$ cat config.mk
export PLATFORM = sky130hd
export DESIGN_NAME = i2c_addr_phase
export DESIGN_NICKNAME = d
export VERILOG_FILES = /design/src/rtl/i2c_addr_phase_pkg.sv /design/src/rtl/addr_byte_gen.sv /design/src/rtl/addr_phase_fsm.sv /design/src/rtl/i2c_addr_phase.sv
export SDC_FILE = /design/constraint.sdc
export NUM_CORES = 1
export LEC_CHECK = 0
export BUFFER_PORTS_ARGS = -buffer_cell sky130_fd_sc_hd__buf_4
export CORE_MARGIN = 2
export CORE_UTILIZATION = 53
export CTS_CLUSTER_DIAMETER = 100
export DETAILED_ROUTE_END_ITERATION = 6
export PLACE_DENSITY = 0.79
export SLEW_MARGIN = 20
export SYNTH_ARGS = -nofsm -noshare
export SYNTH_HDL_FRONTEND = slang
export SYNTH_SLANG_ARGS = --single-unit
$ cat constraint.sdc
create_clock -name clk -period 2.5 [get_ports clk]
set_input_delay 0.5 -clock clk [delete_from_list [all_inputs] [get_ports clk]]
set_output_delay 0.5 -clock clk [all_outputs]
set_load 0.05 [all_outputs]
$ cat src/rtl/i2c_addr_phase_pkg.sv
package i2c_addr_phase_pkg;

    localparam int ADDR_W = 10;
    localparam int BYTE_W = 8;
    localparam logic [4:0] HDR_PREFIX = 5'b11110;

    typedef enum logic [2:0] {
        S_IDLE,
        S_ISSUE,
        S_WAIT_B,
        S_RSTART,
        S_WAIT_R,
        S_FIN
    } seq_state_e;

    typedef enum logic [1:0] {
        K_ADDR7,
        K_HDR_W,
        K_LOW,
        K_HDR_R
    } byte_kind_e;

    typedef struct packed {
        seq_state_e        state;
        byte_kind_e        kind;
        logic [ADDR_W-1:0] addr;
        logic              ten;
        logic              rd;
        logic              err;
    } seq_regs_t;

endpackage

$ cat src/rtl/addr_byte_gen.sv
module addr_byte_gen
    import i2c_addr_phase_pkg::*;
#(
    parameter int AW = ADDR_W,
    parameter int BW = BYTE_W
) (
    input  byte_kind_e      kind,
    input  logic [AW-1:0]   addr,
    input  logic            rd,
    output logic [BW-1:0]   data
);
    localparam int HI_LSB = BW;

    always_comb begin
        unique case (kind)
            K_ADDR7: data = {addr[BW-2:0], rd};
            K_HDR_W: data = {HDR_PREFIX, addr[AW-1:HI_LSB], 1'b0};
            K_LOW:   data = addr[BW-1:0];
            default: data = {HDR_PREFIX, addr[AW-1:HI_LSB], 1'b1};
        endcase
    end
endmodule

$ cat src/rtl/addr_phase_fsm.sv
module addr_phase_fsm
    import i2c_addr_phase_pkg::*;
#(
    parameter int AW = ADDR_W
) (
    input  logic          clk,
    input  logic          rst_n,
    input  logic          req,
    input  logic [AW-1:0] addr,
    input  logic          ten_bit,
    input  logic          rd,
    input  logic          no_start,
    input  logic          byte_done,
    input  logic          byte_nak,
    input  logic          restart_done,
    output byte_kind_e    kind,
    output logic [AW-1:0] addr_q_o,
    output logic          rd_q_o,
    output logic          issuing,
    output logic          waiting_byte,
    output logic          byte_req,
    output logic          restart_req,
    output logic          done,
    output logic          err
);
    seq_regs_t r_q, r_d;

    always_comb begin
        r_d = r_q;
        unique case (r_q.state)
            S_IDLE: begin
                r_d.err = 1'b0;
                if (req) begin
                    r_d.addr = addr;
                    r_d.ten  = ten_bit;
                    r_d.rd   = rd;
                    r_d.kind = ten_bit ? K_HDR_W : K_ADDR7;
                    r_d.state = no_start ? S_FIN : S_ISSUE;
                end
            end
            S_ISSUE: r_d.state = S_WAIT_B;
            S_WAIT_B: begin
                if (byte_done) begin
                    if (byte_nak) begin
                        r_d.err   = 1'b1;
                        r_d.state = S_FIN;
                    end else begin
                        unique case (r_q.kind)
                            K_HDR_W: begin
                                r_d.kind  = K_LOW;
                                r_d.state = S_ISSUE;
                            end
                            K_LOW: r_d.state = r_q.rd ? S_RSTART : S_FIN;
                            default: r_d.state = S_FIN;
                        endcase
                    end
                end
            end
            S_RSTART: r_d.state = S_WAIT_R;
            S_WAIT_R: begin
                if (restart_done) begin
                    r_d.kind  = K_HDR_R;
                    r_d.state = S_ISSUE;
                end
            end
            default: r_d.state = S_IDLE;
        endcase
    end

    always_ff @(posedge clk or negedge rst_n) begin
        if (!rst_n) begin
            r_q <= '{state: S_IDLE, kind: K_ADDR7, addr: '0, ten: 1'b0, rd: 1'b0, err: 1'b0};
        end else begin
            r_q <= r_d;
        end
    end

    assign kind         = r_q.kind;
    assign addr_q_o     = r_q.addr;
    assign rd_q_o       = r_q.rd;
    assign issuing      = (r_q.state == S_ISSUE);
    assign waiting_byte = (r_q.state == S_WAIT_B);
    assign byte_req     = issuing;
    assign restart_req  = (r_q.state == S_RSTART);
    assign done         = (r_q.state == S_FIN);
    assign err          = done & r_q.err;

    AST_REQ_PULSE: assert property (@(posedge clk) disable iff (!rst_n)
        byte_req |=> !byte_req);
    AST_NAK_ABORT: assert property (@(posedge clk) disable iff (!rst_n)
        (waiting_byte && byte_done && byte_nak) |=> (done && err));
    AST_RS_READ_ONLY: assert property (@(posedge clk) disable iff (!rst_n)
        restart_req |-> (r_q.ten && r_q.rd));
    AST_NOSTART_SKIP: assert property (@(posedge clk) disable iff (!rst_n)
        (r_q.state == S_IDLE && req && no_start) |=> (done && !err && !byte_req));
    AST_ONE_STROBE: assert property (@(posedge clk) disable iff (!rst_n)
        $onehot0({byte_req, restart_req, done}));
    AST_BUSY_IGNORE: assert property (@(posedge clk) disable iff (!rst_n)
        (waiting_byte && !byte_done && req) |=> ($stable(r_q.addr) && waiting_byte));
endmodule

$ cat src/rtl/i2c_addr_phase.sv
module i2c_addr_phase
    import i2c_addr_phase_pkg::*;
(
    input  logic              clk,
    input  logic              rst_n,
    input  logic              req,
    input  logic [ADDR_W-1:0] addr,
    input  logic              ten_bit,
    input  logic              rd,
    input  logic              no_start,
    output logic              byte_req,
    output logic [BYTE_W-1:0] byte_data,
    input  logic              byte_done,
    input  logic              byte_nak,
    output logic              restart_req,
    input  logic              restart_done,
    output logic              done,
    output logic              err
);
    byte_kind_e        kind;
    logic [ADDR_W-1:0] addr_q;
    logic              rd_q;
    logic              issuing;
    logic              waiting_byte;

    addr_phase_fsm #(.AW(ADDR_W)) u_fsm (
        .clk          (clk),
        .rst_n        (rst_n),
        .req          (req),
        .addr         (addr),
        .ten_bit      (ten_bit),
        .rd           (rd),
        .no_start     (no_start),
        .byte_done    (byte_done),
        .byte_nak     (byte_nak),
        .restart_done (restart_done),
        .kind         (kind),
        .addr_q_o     (addr_q),
        .rd_q_o       (rd_q),
        .issuing      (issuing),
        .waiting_byte (waiting_byte),
        .byte_req     (byte_req),
        .restart_req  (restart_req),
        .done         (done),
        .err          (err)
    );

    addr_byte_gen #(.AW(ADDR_W), .BW(BYTE_W)) u_gen (
        .kind (kind),
        .addr (addr_q),
        .rd   (rd_q),
        .data (byte_data)
    );

    AST_DATA_HOLD: assert property (@(posedge clk) disable iff (!rst_n)
        (waiting_byte && $past(issuing)) |-> $stable(byte_data));
    AST_DATA_WAIT: assert property (@(posedge clk) disable iff (!rst_n)
        (waiting_byte && $past(waiting_byte)) |-> $stable(byte_data));
endmodule

# Word-level counts from Yosys, hierarchy flattened
# Cells that the tools add are included.
word_totals:
  inputBits: 19
  out_inout_bits: 12
  ff_bits: 18
  word_cells: 44
op_classes:
  bitwise: 1
  mux: 16
  n_eq_ne: 13
  reduce_logical: 8
ops:
  columns: ["operator", "count"]
  rows:
  - ["case mux 8 bit (3 select lines)", 1]
  - ["2-to-1 mux 17 bit", 1]
  - ["case mux 3 bit (5 select lines)", 1]
  - ["inequality test 2 bit, second input constant", 6]
  - ["2-to-1 mux 5 bit", 2]
  - ["2-to-1 mux 3 bit", 3]
  - ["equality test 3 x 2 -> 1 bit, second input constant", 2]
  - ["equality test 3 bit, second input constant", 2]
  - ["case mux 2 bit (3 select lines)", 1]
  - ["case mux 3 bit (2 select lines)", 1]
  - ["AND reduction 3 bit", 2]
  - ["AND reduction 6 bit", 1]
  - ["2-to-1 mux 2 bit", 2]
  - ["equality test 3 x 1 -> 1 bit, second input constant", 1]
  - ["logical NOT 3 bit", 1]
  - ["2-to-1 mux 1 bit", 3]
  - ["nonzero test 3 bit", 1]
  - ["equality test 2 x 1 -> 1 bit, second input constant", 1]
  - ["equality test 2 bit, second input constant", 1]
  - ["logical NOT 2 bit", 1]
  - ["case mux 1 bit (2 select lines)", 1]
  - ["AND reduction 2 bit", 1]
  - ["nonzero test 2 bit", 1]
  - ["AND 1 bit", 1]

# Longest topological paths before layout
# Gate-level depths: netlist of run 1.
logic_depth:
  depth_word: 5
  ltp_mapped: 5
  mapped_depth_nobuf: 4

# Modules after synthesis
# Synthesis of run 1 repeated with hierarchy kept, for this count alone.
hier_totals:
  hier_cells: 111
  hier_area_um2: 1102.3
modules_own_cells:
  columns: ["module", "seq_area_each_um2", "cells_per_inst", "n_inst", "area_per_inst_um2"]
  rows:
  - ["addr_phase_fsm", 425.4, 90, 1, 952.2]
  - ["addr_byte_gen", 0.0, 21, 1, 150.1]

# Least setup slack after synthesis of run 1
# OpenSTA, ideal clock, no wires.
synth_timing:
  path_kind: "reg-to-output"
  startpoint: "register u_fsm.r_q, in the netlist u_fsm.kind[1]"
  endpoint: "output byte_data[1]"
  path_stages_with_launch: 4
  required_ns: 2.000
  path_buffers: 1
  t_arrival_ns: 1.772
  path_slack_ns: 0.228
  cell_sequence: "dfrtp_1 -> buf_2 -> mux2i_1 -> o21ai_0"
synth_between:
  elab_chain_len: 2
  word_cells_on_any_way: 4
  cone_classes: "eq/ne: 2; mux: 1; reduce/logical: 1"
synth_lines:
  columns: ["element", "line_no", "rtl"]
  rows:
  - ["start, declared", "addr_phase_fsm.sv:26", "seq_regs_t r_q, r_d;"]
  - ["start signal, assigned", "addr_phase_fsm.sv:72", "r_q <= '{state: S_IDLE, kind: K_ADDR7, addr: '0, ten: 1'b0, rd: 1'b0, err: 1'b0};"]
  - ["start signal, assigned", "addr_phase_fsm.sv:74", "r_q <= r_d;"]
  - ["equality test 2 bit (tied with other cells)", "addr_byte_gen.sv:15", "unique case (kind)"]
  - ["case mux 8 bit (3 select lines) (*)", "addr_byte_gen.sv:15", null]
  - ["end, declared", "i2c_addr_phase.sv:12", "output logic [BYTE_W-1:0] byte_data,"]
# Mark *: on every way between the ends. The rest lies on a longest branch, timed or not.

# Worst setup path after layout of run 1
layout_timing:
  startpoint: "register u_fsm.r_q, in the netlist u_fsm.kind[1]"
  endpoint: "output byte_data[4]"
# Same word-level chain as after synthesis.

==> impl_metrics.ini, run 1 <==
[clock_tree]
cts_buffer_depth = 2
cts.sinks = 17
ctsResizeCount = 0
cts_hold_buffers = 0
numCtsBuffers = 3
cts_root_buffer = clkbuf_4
post_cts.repair.setup_buffers = 0
htree_num_levels = 1
cts_tree = built
clkLatencyLatePin_ns = 0.28
clk_pin_slew_ns = 0.09

[layout]
syn_to_final_growth_pct = 25.03
final_net_count = 140
design_area_mm2 = 0.001237
seq_area_um2 = 425.4
multiInputGateArea_um2 = 514.2
drive_above_1_share_pct = 39.17
num_antenna_cells = 0
num-fill-cells = 152
fin_cells = 145

[power_and_ir_drop]
power.density_mw_per_mm2 = 1523
leakagePower_uw = 0.0005987
ir_drop_uv = 1058

[yosys]
ys_seq_area_share_pct = 42.98
yosysWarnings = 0
synth.avg_cell_area_um2 = 10.88
netlist_instances = 91
synthDistinctLibCells = 30
synth_fp_nets = 110
synth-seq-cells = 17
syn_area_um2 = 989.7

[timing]
max_slew_margin_pct = 72.33
finalSetupTns_ns = 0
rsz0062_at_grt = no
max_freq_mhz = 487.7
finalHoldViolCount = 0
finalCriticalPeriod_ns = 2.050
finClkSkew_ns = 0.004149
finalCritPeriodShare_pct = 82.01
worst_slew_pin_slew_ns = 0.4151
finalSetupViolations = 0
drv_slew = 0

[floorplan]
start_util_pct = 56.70
rows = 15
pin_count = 31
die_w_um = 47.21
die_h_um = 47.21
core_mm2 = 0.001745
dieArea_mm2 = 0.002229

[global_routing]
grt_first_pass_wirelength_um = 3270
grt_pass1_vias = 718
grt-ovfl-total = 0
antenna_found_initial = 0
grt_max_degree = 18
grt.total_usage_pct = 21.22

[critical_path]
slowest_delay_ns = 0.61
startpoint_type = register
critPathArrivalTime_ns = 1.55
cp_slowest_cell = dfrtp_1
path_cells = inv_1 > a211o_1 > buf_4
path_class = reg -> out
cp_num_buf_inv = 2
r2r_slack_ns = 0.91
cp_max_fo = 14
endpoint_kind = output pin
cp.required_ns = 2.00
cp_top_family = flip-flops

[placed_design]
portBuffers = 30
placedInstanceArea_mm2 = 0.001211
place_congestion = 0.8433
hpwlAfterDp_um = 1431
dp.cells = 141

[detailed_routing]
vias = 783
drt-initial-drc-count = 11
wl_per_cell_um = 13.52
ant_nets = 0
viasPerCell = 5.400
drc = 0
dr.pass1.iters = 4
finalWirelength_um = 1960

[worst_hold_path]
hold_class = in -> async

[flow_run]
drv_cap = 0

[status]
status = finished, final reports clean
## cells by family (layout without fill, tap and decap cells)
logic type      count (synthesis)  after routing  share of synthesized area [%]
simple gates                   28             28                          16.94
compound gates                 23             23                          15.04
flops                          17             17                          42.98
mux                            15             15                          19.97
buf+inv                         8             37                          5.057
## per-layer routing
metal | part of all wire (%) | track usage [%] | up-vias
li1 | - | - | 383
met1 | 45 | 28.95 | 375
met2 | 48 | 33.70 | 21
met3 | 4.7 | 3.462 | 4
met4 | 1.6 | 8.333 | 0
met5 | 0 | 0 | -
## worst register-to-register path, cell delays in order, from the launching register on
cell and delay [ns]:
dfrtp_1 0.52, nor4b_4 0.31, buf_4 0.27, mux2_2 0.37
## through the flow
step                      utilization, %  power, uW  setup slack (ns)  hold slack [ns]
after floorplan                        -       1490            0.2281           0.2044
after CTS                          70.90       1899            0.4509          0.06376
after global placement             69.39       1731            0.8236           0.3757
final                              70.90       1884            0.4497          0.06344
after global routing               70.90       2022            0.3269          0.05933
after detailed placement           69.39       1750            0.7747           0.3789
## report_power, final
group / internal, uW / total [uW] / switching [uW]
combinational: 490 / 1130 / 640
clock: 61.9 / 142 / 80.5
sequential: 411 / 612 / 201
## worst paths after layout
kind	cells after the start	start	end
max	3	u_fsm.kind[1]	byte_data[4]
min	1	rst_n	u_fsm.addr_q_o[4]
max reg2reg	3	u_fsm.r_q[16]	u_fsm.addr_q_o[8]
min reg2reg	2	u_fsm.r_q[0]	u_fsm.r_q[0]
max in group asynchronous	1	rst_n	u_fsm.addr_q_o[8]
min in group clk	2	rd	u_fsm.rd_q_o
## area by class of cell
cell class              instances  area share, %
clock buffers                   4          2.123
inverters                       2         0.6067
multi-input cells              66          41.56
flip-flops and latches         17          34.38
well taps                      25          2.528
repair buffers                 31          18.81
## cell usage after synthesis
library cell	instances	area, um2
nor2_1	6	22.52
nand2b_1	2	12.51
mux2_4	9	135.1
and4b_1	1	10.01
mux2i_1	4	40.04
buf_2	1	5.000
o21ai_0	5	25.02
dfrtp_1	17	425.4
nor2b_1	4	25.02
o31ai_1	1	7.510
nand3_1	1	5.000
a22o_1	1	8.760
nand2_1	4	15.01
a31oi_1	2	12.51
and2_1	4	25.02
a21oi_1	6	30.03
nor2_2	1	6.260
o22a_1	1	8.760
buf_4	1	7.510
inv_1	2	7.510
a211o_1	4	35.03
o21a_1	1	7.510
o22ai_1	1	6.260
clkbuf_1	2	7.510
mux2_2	2	22.52
and3_1	2	12.51
buf_6	2	22.52
nor3_1	2	10.01
o211ai_1	1	7.510
nor4b_4	1	23.77
## placed cells by master, fill, tap and decap left out, types with 2 or more instances in the layout
master	instances
inv_1	2
nor3_1	2
and2_1	4
a21oi_1	6
and3_1	2
mux2_4	9
mux2_2	2
a211o_1	4
nor2_1	6
buf_4	31
nor2b_1	4
clkbuf_4	3
mux2i_1	4
nand2b_1	2
nand2_1	4
a31oi_1	2
o21ai_0	5
dfrtp_1	17
## state kept, by name (all words and copies together) (netlist names)
| name | count |
|---|---|
| u_fsm.r_q | 4 |
| u_fsm.addr_q_o | 10 |
| u_fsm.rd_q_o | 1 |
| u_fsm.kind | 2 |
Power figures use the tool's default switching activity.
==> run 2: changes to the inputs <==
- CORE_UTILIZATION: 53 -> 49
- PLACE_DENSITY: 0.79 -> 0.74
- clock period: 2.5 -> 1.9 ns (I/O delays scaled with it)
==> run 2 against run 1 <==
Net effect: die area grew 7.5%; register-to-register slack got worse by 0.59 ns; via count shrank 0.77%; sequential share of layout area fell by 0.45 points; design area up 2.5%; total power increased by 34%; first-iteration DRC count increased by 9.1%; sequential cell count is the same; critical path depth stayed put; routed wire length up 0.71%; largest cell class unchanged.
==> impl_metrics.ini, run 2 (same netlist as run 1, synthesis figures left out) <==
[timing]
rsz0062_at_grt = no
finalSetupViolations = 0
finalSetupTns_ns = 0
finClkSkew_ns = 0.01179
finalHoldViolCount = 0
finalCriticalPeriod_ns = 1.788
drv_slew = 0
finalWorstSetupSlack_ns = 0.1120
max_slew_margin_pct = 72.93
max_freq_mhz = 559.3
worst_slew_pin_slew_ns = 0.4061
finalCritPeriodShare_pct = 94.11

[floorplan]
dieArea_mm2 = 0.002395
die_w_um = 48.94
core_mm2 = 0.001942
rows = 16
die_h_um = 48.94
pin_count = 31
start_util_pct = 50.97

[global_routing]
grt_first_pass_wirelength_um = 3477
grt_max_degree = 18
antenna_found_initial = 0
grt_pass1_vias = 796
grt.total_usage_pct = 18.74
grt-ovfl-total = 0

[flow_run]
drv_cap = 0

[critical_path]
cp_top_family = flip-flops
path_class = reg -> out
slowest_delay_ns = 0.50
startpoint_type = register
cp.required_ns = 1.52
endpoint_kind = output pin
critPathArrivalTime_ns = 1.41
path_cells = and2_1 > a211o_1 > buf_4
cp_num_buf_inv = 1
cp_slowest_cell = dfrtp_2
cp_max_fo = 13

[detailed_routing]
drt-initial-drc-count = 12
vias = 777
drc = 0
ant_nets = 0
viasPerCell = 5.215
dr.pass1.iters = 4
wl_per_cell_um = 13.25
finalWirelength_um = 1974

[clock_tree]
cts_buffer_depth = 2
clk_pin_slew_ns = 0.10
htree_num_levels = 1
cts_root_buffer = clkbuf_4
cts.sinks = 17
cts_tree = built
clkLatencyLatePin_ns = 0.30
numCtsBuffers = 3

[power_and_ir_drop]
power_uw = 2533
p_switching_uw = 1237
ir_drop_uv = 1443
combPwrFrac_pct = 60.3
power_frac_seq_pct = 32.0
pwr-share-clk_pct = 7.7
power.density_mw_per_mm2 = 1997
p_int_uw = 1296
leakagePower_uw = 0.0006028
switching_share_pct = 48.83

[layout]
num_antenna_cells = 0
multiInputGateArea_um2 = 516.7
drive_above_1_share_pct = 44.26
syn_to_final_growth_pct = 28.19
largest_reg_flops = 10
fin_cells = 149
layout_common_cells = 32 x buf_4, 13 x dfrtp_1, 9 x mux2_4
final_net_count = 142
seq_area_um2 = 430.4
final_common_cell = buf_4
num-fill-cells = 173

[status]
status = finished, final reports clean

[placed_design]
portBuffers = 30
post-place-ws_ns = 0.2706
place_congestion = 0.8422
hpwlAfterDp_um = 1434
dp.cells = 143

[worst_hold_path]
hold_class = in -> reg
## run 2: cell count changes in the layout (fill, tap and decap cells not counted), sizes merged
cell,delta
dlygate4sd3,+1
clkbuf,-1
clkinvlp,+1
buf,+1
## run 2: per-layer routing
layer  up-vias  GRT usage (%)  part of all wire [%]
met4         0          2.857                     0
li1        388              -                     -
met1       371          22.57                    43
met5         -              0                     0
met2        18          32.42                    52
met3         0          7.055                   5.3
## run 2: final timing paths
path / start / endpoint / slack, ns / cells after the start
worst max-delay path: u_fsm.kind[1] / byte_data[6] / 0.11 / 3
worst min-delay path: addr[0] / u_fsm.addr_q_o[0] / 0.30 / 2
worst max register to register: u_fsm.r_q[16] / u_fsm.addr_q_o[7] / 0.32 / 3
worst min register to register: u_fsm.r_q[0] / u_fsm.r_q[0] / 0.53 / 2
max in group asynchronous: rst_n / u_fsm.r_q[17] / 1.21 / 2
min in group asynchronous: rst_n / u_fsm.kind[1] / 0.47 / 2
## run 2: area by class of cell
type                            instances  area share (%)
Multi-Input combinational cell         66           40.73
Clock inverter                          1          0.5917
Clock buffer                            3           1.775
Sequential cell                        17           33.92
Inverter                                2          0.5917
Tap cell                               27           2.663
Timing Repair Buffer                   33           19.72
## run 2: metrics by stage
| stage | utilization, % | area, um2 | hold WS [ns] |
|---|---|---|---|
| finish | 65.34 | 1269 | 0.3036 |
| global route | 65.34 | 1269 | 0.2897 |
| CTS | 64.69 | 1256 | 0.2916 |
| detailed placement | 62.50 | 1214 | 0.2521 |
| global placement | 62.50 | 1214 | 0.2537 |
| floorplan | - | 989.7 | 0.08441 |
## run 2: power groups by stage
stage                     registers [uW]  logic, uW  clock network [uW]
after floorplan                      652       1320                   0
after global placement               799       1490                   0
after detailed placement             811       1500                   0
after CTS                            810       1510                 204
after global routing                 847       1640                 220
final                                810       1530                 195
## run 2: worst reg2reg max path, cell delays in order, from the launching register on
cell and delay [ns]:
dfrtp_1 0.53, nor4b_4 0.32, buf_4 0.27, mux2_2 0.36
## run 2: repair_timing
item                                    CTS  global route
gates resized for setup                   2             3
setup buffers                             0             1
hold buffers                              1             0
gates cloned                              0             0
endpoints found under the setup margin    5             6
hold endpoints to repair                 17             0
==> run 3: changes to the inputs <==
- CORE_UTILIZATION: 49 -> 52
- CTS_BUF_LIST: unset -> sky130_fd_sc_hd__clkbuf_8
- PLACE_DENSITY: 0.74 -> 0.78
==> run 3 against run 2 <==
Net effect: routed wire length grew 1.2%; non-clock buffer count unchanged; sequential cell count is the same; critical endpoint is now restart_req; first-iteration DRC count fell by 25%.
==> impl_metrics.ini, run 3 (same netlist as run 1, synthesis figures left out) <==
[floorplan]
die_w_um = 47.63
pin_count = 31
rows = 15
core_mm2 = 0.001764
dieArea_mm2 = 0.002268
die_h_um = 47.63
start_util_pct = 56.10

[critical_path]
cp_max_fo = 9
slowest_delay_ns = 0.56
startpoint_type = register
cp.required_ns = 1.52
path_class = reg -> out
endpoint_kind = output pin
cp_slowest_cell = dfrtp_1
worstRegToRegCells = 3
reg2reg_to = u_fsm.addr_q_o[7]
path_cells = inv_1 > and3_1 > buf_4
r2r_start = u_fsm.r_q[17]
r2r_slack_ns = 0.40
critPathArrivalTime_ns = 1.38

[layout]
drive_above_1_share_pct = 40.98
postLayoutCoreUtil_pct = 72.34
final_net_count = 142
final_common_cell = buf_4
syn_to_final_growth_pct = 28.95
layout_common_cells = 32 x buf_4, 15 x dfrtp_1, 9 x mux2_4
num_antenna_cells = 0
largest_reg_flops = 10
fin_cells = 147

[worst_hold_path]
whs_endpoint = u_fsm.addr_q_o[1]
min_delay_path_depth = 2
hold_class = in -> reg
min_from = addr[1]

[power_and_ir_drop]
p_switching_uw = 1231
power_frac_seq_pct = 30.9
power.density_mw_per_mm2 = 2023
leakagePower_uw = 0.0006177
pwr-share-clk_pct = 10.1
combPwrFrac_pct = 59.0
power_uw = 2582
switching_share_pct = 47.69
ir_drop_uv = 1752
p_int_uw = 1351

[timing]
finalSetupViolations = 0
worst_slew_pin_slew_ns = 0.4382
finalWorstSetupSlack_ns = 0.1351
finalSetupTns_ns = 0
finClkSkew_ns = 0.003227
max_slew_margin_pct = 70.79
finalCritPeriodShare_pct = 92.89
drv_slew = 0
max_freq_mhz = 566.6
rsz0062_at_grt = no
finalHoldViolCount = 0
finalCriticalPeriod_ns = 1.765

[clock_tree]
clk_pin_slew_ns = 0.06
cts.sinks = 17
htree_num_levels = 1
numCtsBuffers = 3
cts_tree = built
clkLatencyLatePin_ns = 0.25
post_cts.repair.setup_buffers = 0
cts_buffer_depth = 2
cts_root_buffer = clkbuf_8

[status]
status = finished, final reports clean

[placed_design]
post-place-ws_ns = 0.2922
portBuffers = 30
place_congestion = 0.8269
hpwlAfterDp_um = 1455
dp.cells = 142

[global_routing]
grt_max_degree = 18
grt-ovfl-total = 0
grt_pass1_vias = 674
grt_first_pass_wirelength_um = 3132
antenna_found_initial = 0
grt.total_usage_pct = 20.50

[detailed_routing]
viasPerCell = 5.395
vias = 793
finalWirelength_um = 1997
ant_nets = 0
drt-initial-drc-count = 9
dr.pass1.iters = 4
drc = 0
wl_per_cell_um = 13.59

[flow_run]
drv_cap = 0
## run 3: cell types whose count changed in the layout (fill, tap and decap cells not counted), sizes merged
cell / previous run / this run
inv: 2 / 3
clkinvlp: 1 / 0
## run 3: repair_timing
item | CTS | global route
hold endpoints to repair | 17 | 0
endpoints found under the setup margin | 0 | 4
hold buffers | 1 | 0
resized for setup | 0 | 2
## run 3: worst max path at each step
stage / to / start
finish: restart_req / u_fsm.r_q[17]
floorplan: byte_data[1] / u_fsm.kind[1]
global route: byte_data[0] / u_fsm.kind[0]
global placement: byte_data[6] / u_fsm.kind[1]
detailed placement: byte_data[6] / u_fsm.kind[1]
CTS: byte_data[6] / u_fsm.kind[1]
## run 3: per-layer routing
metal / up-vias / GRT usage [%] / wire, um / share of wire [%]
met5: - / 0 / 0 / 0
met4: 0 / 12.97 / 47 / 2.4
met3: 4 / 3.396 / 113 / 5.7
met2: 29 / 32.43 / 952 / 48
met1: 373 / 26.08 / 884 / 44
li1: 387 / - / - / -
## run 3: metrics by stage
step                instance area [um2]  hold WS [ns]
floorplan                         989.7       0.08441
global placement                   1219        0.2541
detailed placement                 1219        0.2583
CTS                                1274        0.3499
global route                       1276        0.3520
finish                             1276        0.3538
## run 3: power groups by stage
stage / clock network (uW) / logic (uW) / registers [uW]
after global routing: 283 / 1610 / 834
after floorplan: 0 / 1320 / 652
final: 260 / 1520 / 798
after CTS: 270 / 1530 / 794
after detailed placement: 0 / 1530 / 796
after global placement: 0 / 1510 / 792
## run 3: final cells by class
cell class | count | area (um2)
Clock buffer | 3 | 41.29
Clock inverter | 1 | 3.754
Fill cell | 146 | 488.0
Inverter | 2 | 7.507
Multi-Input combinational cell | 66 | 514.2
Sequential cell | 17 | 427.9
Tap cell | 25 | 31.28
Timing Repair Buffer | 33 | 250.2
## run 3: critical path, delay by kind of cell, from the launching register on
family	cells	cell delay, ns
buffers and inverters	2	0.36
DFF	1	0.56
and+or+nand+nor	1	0.22
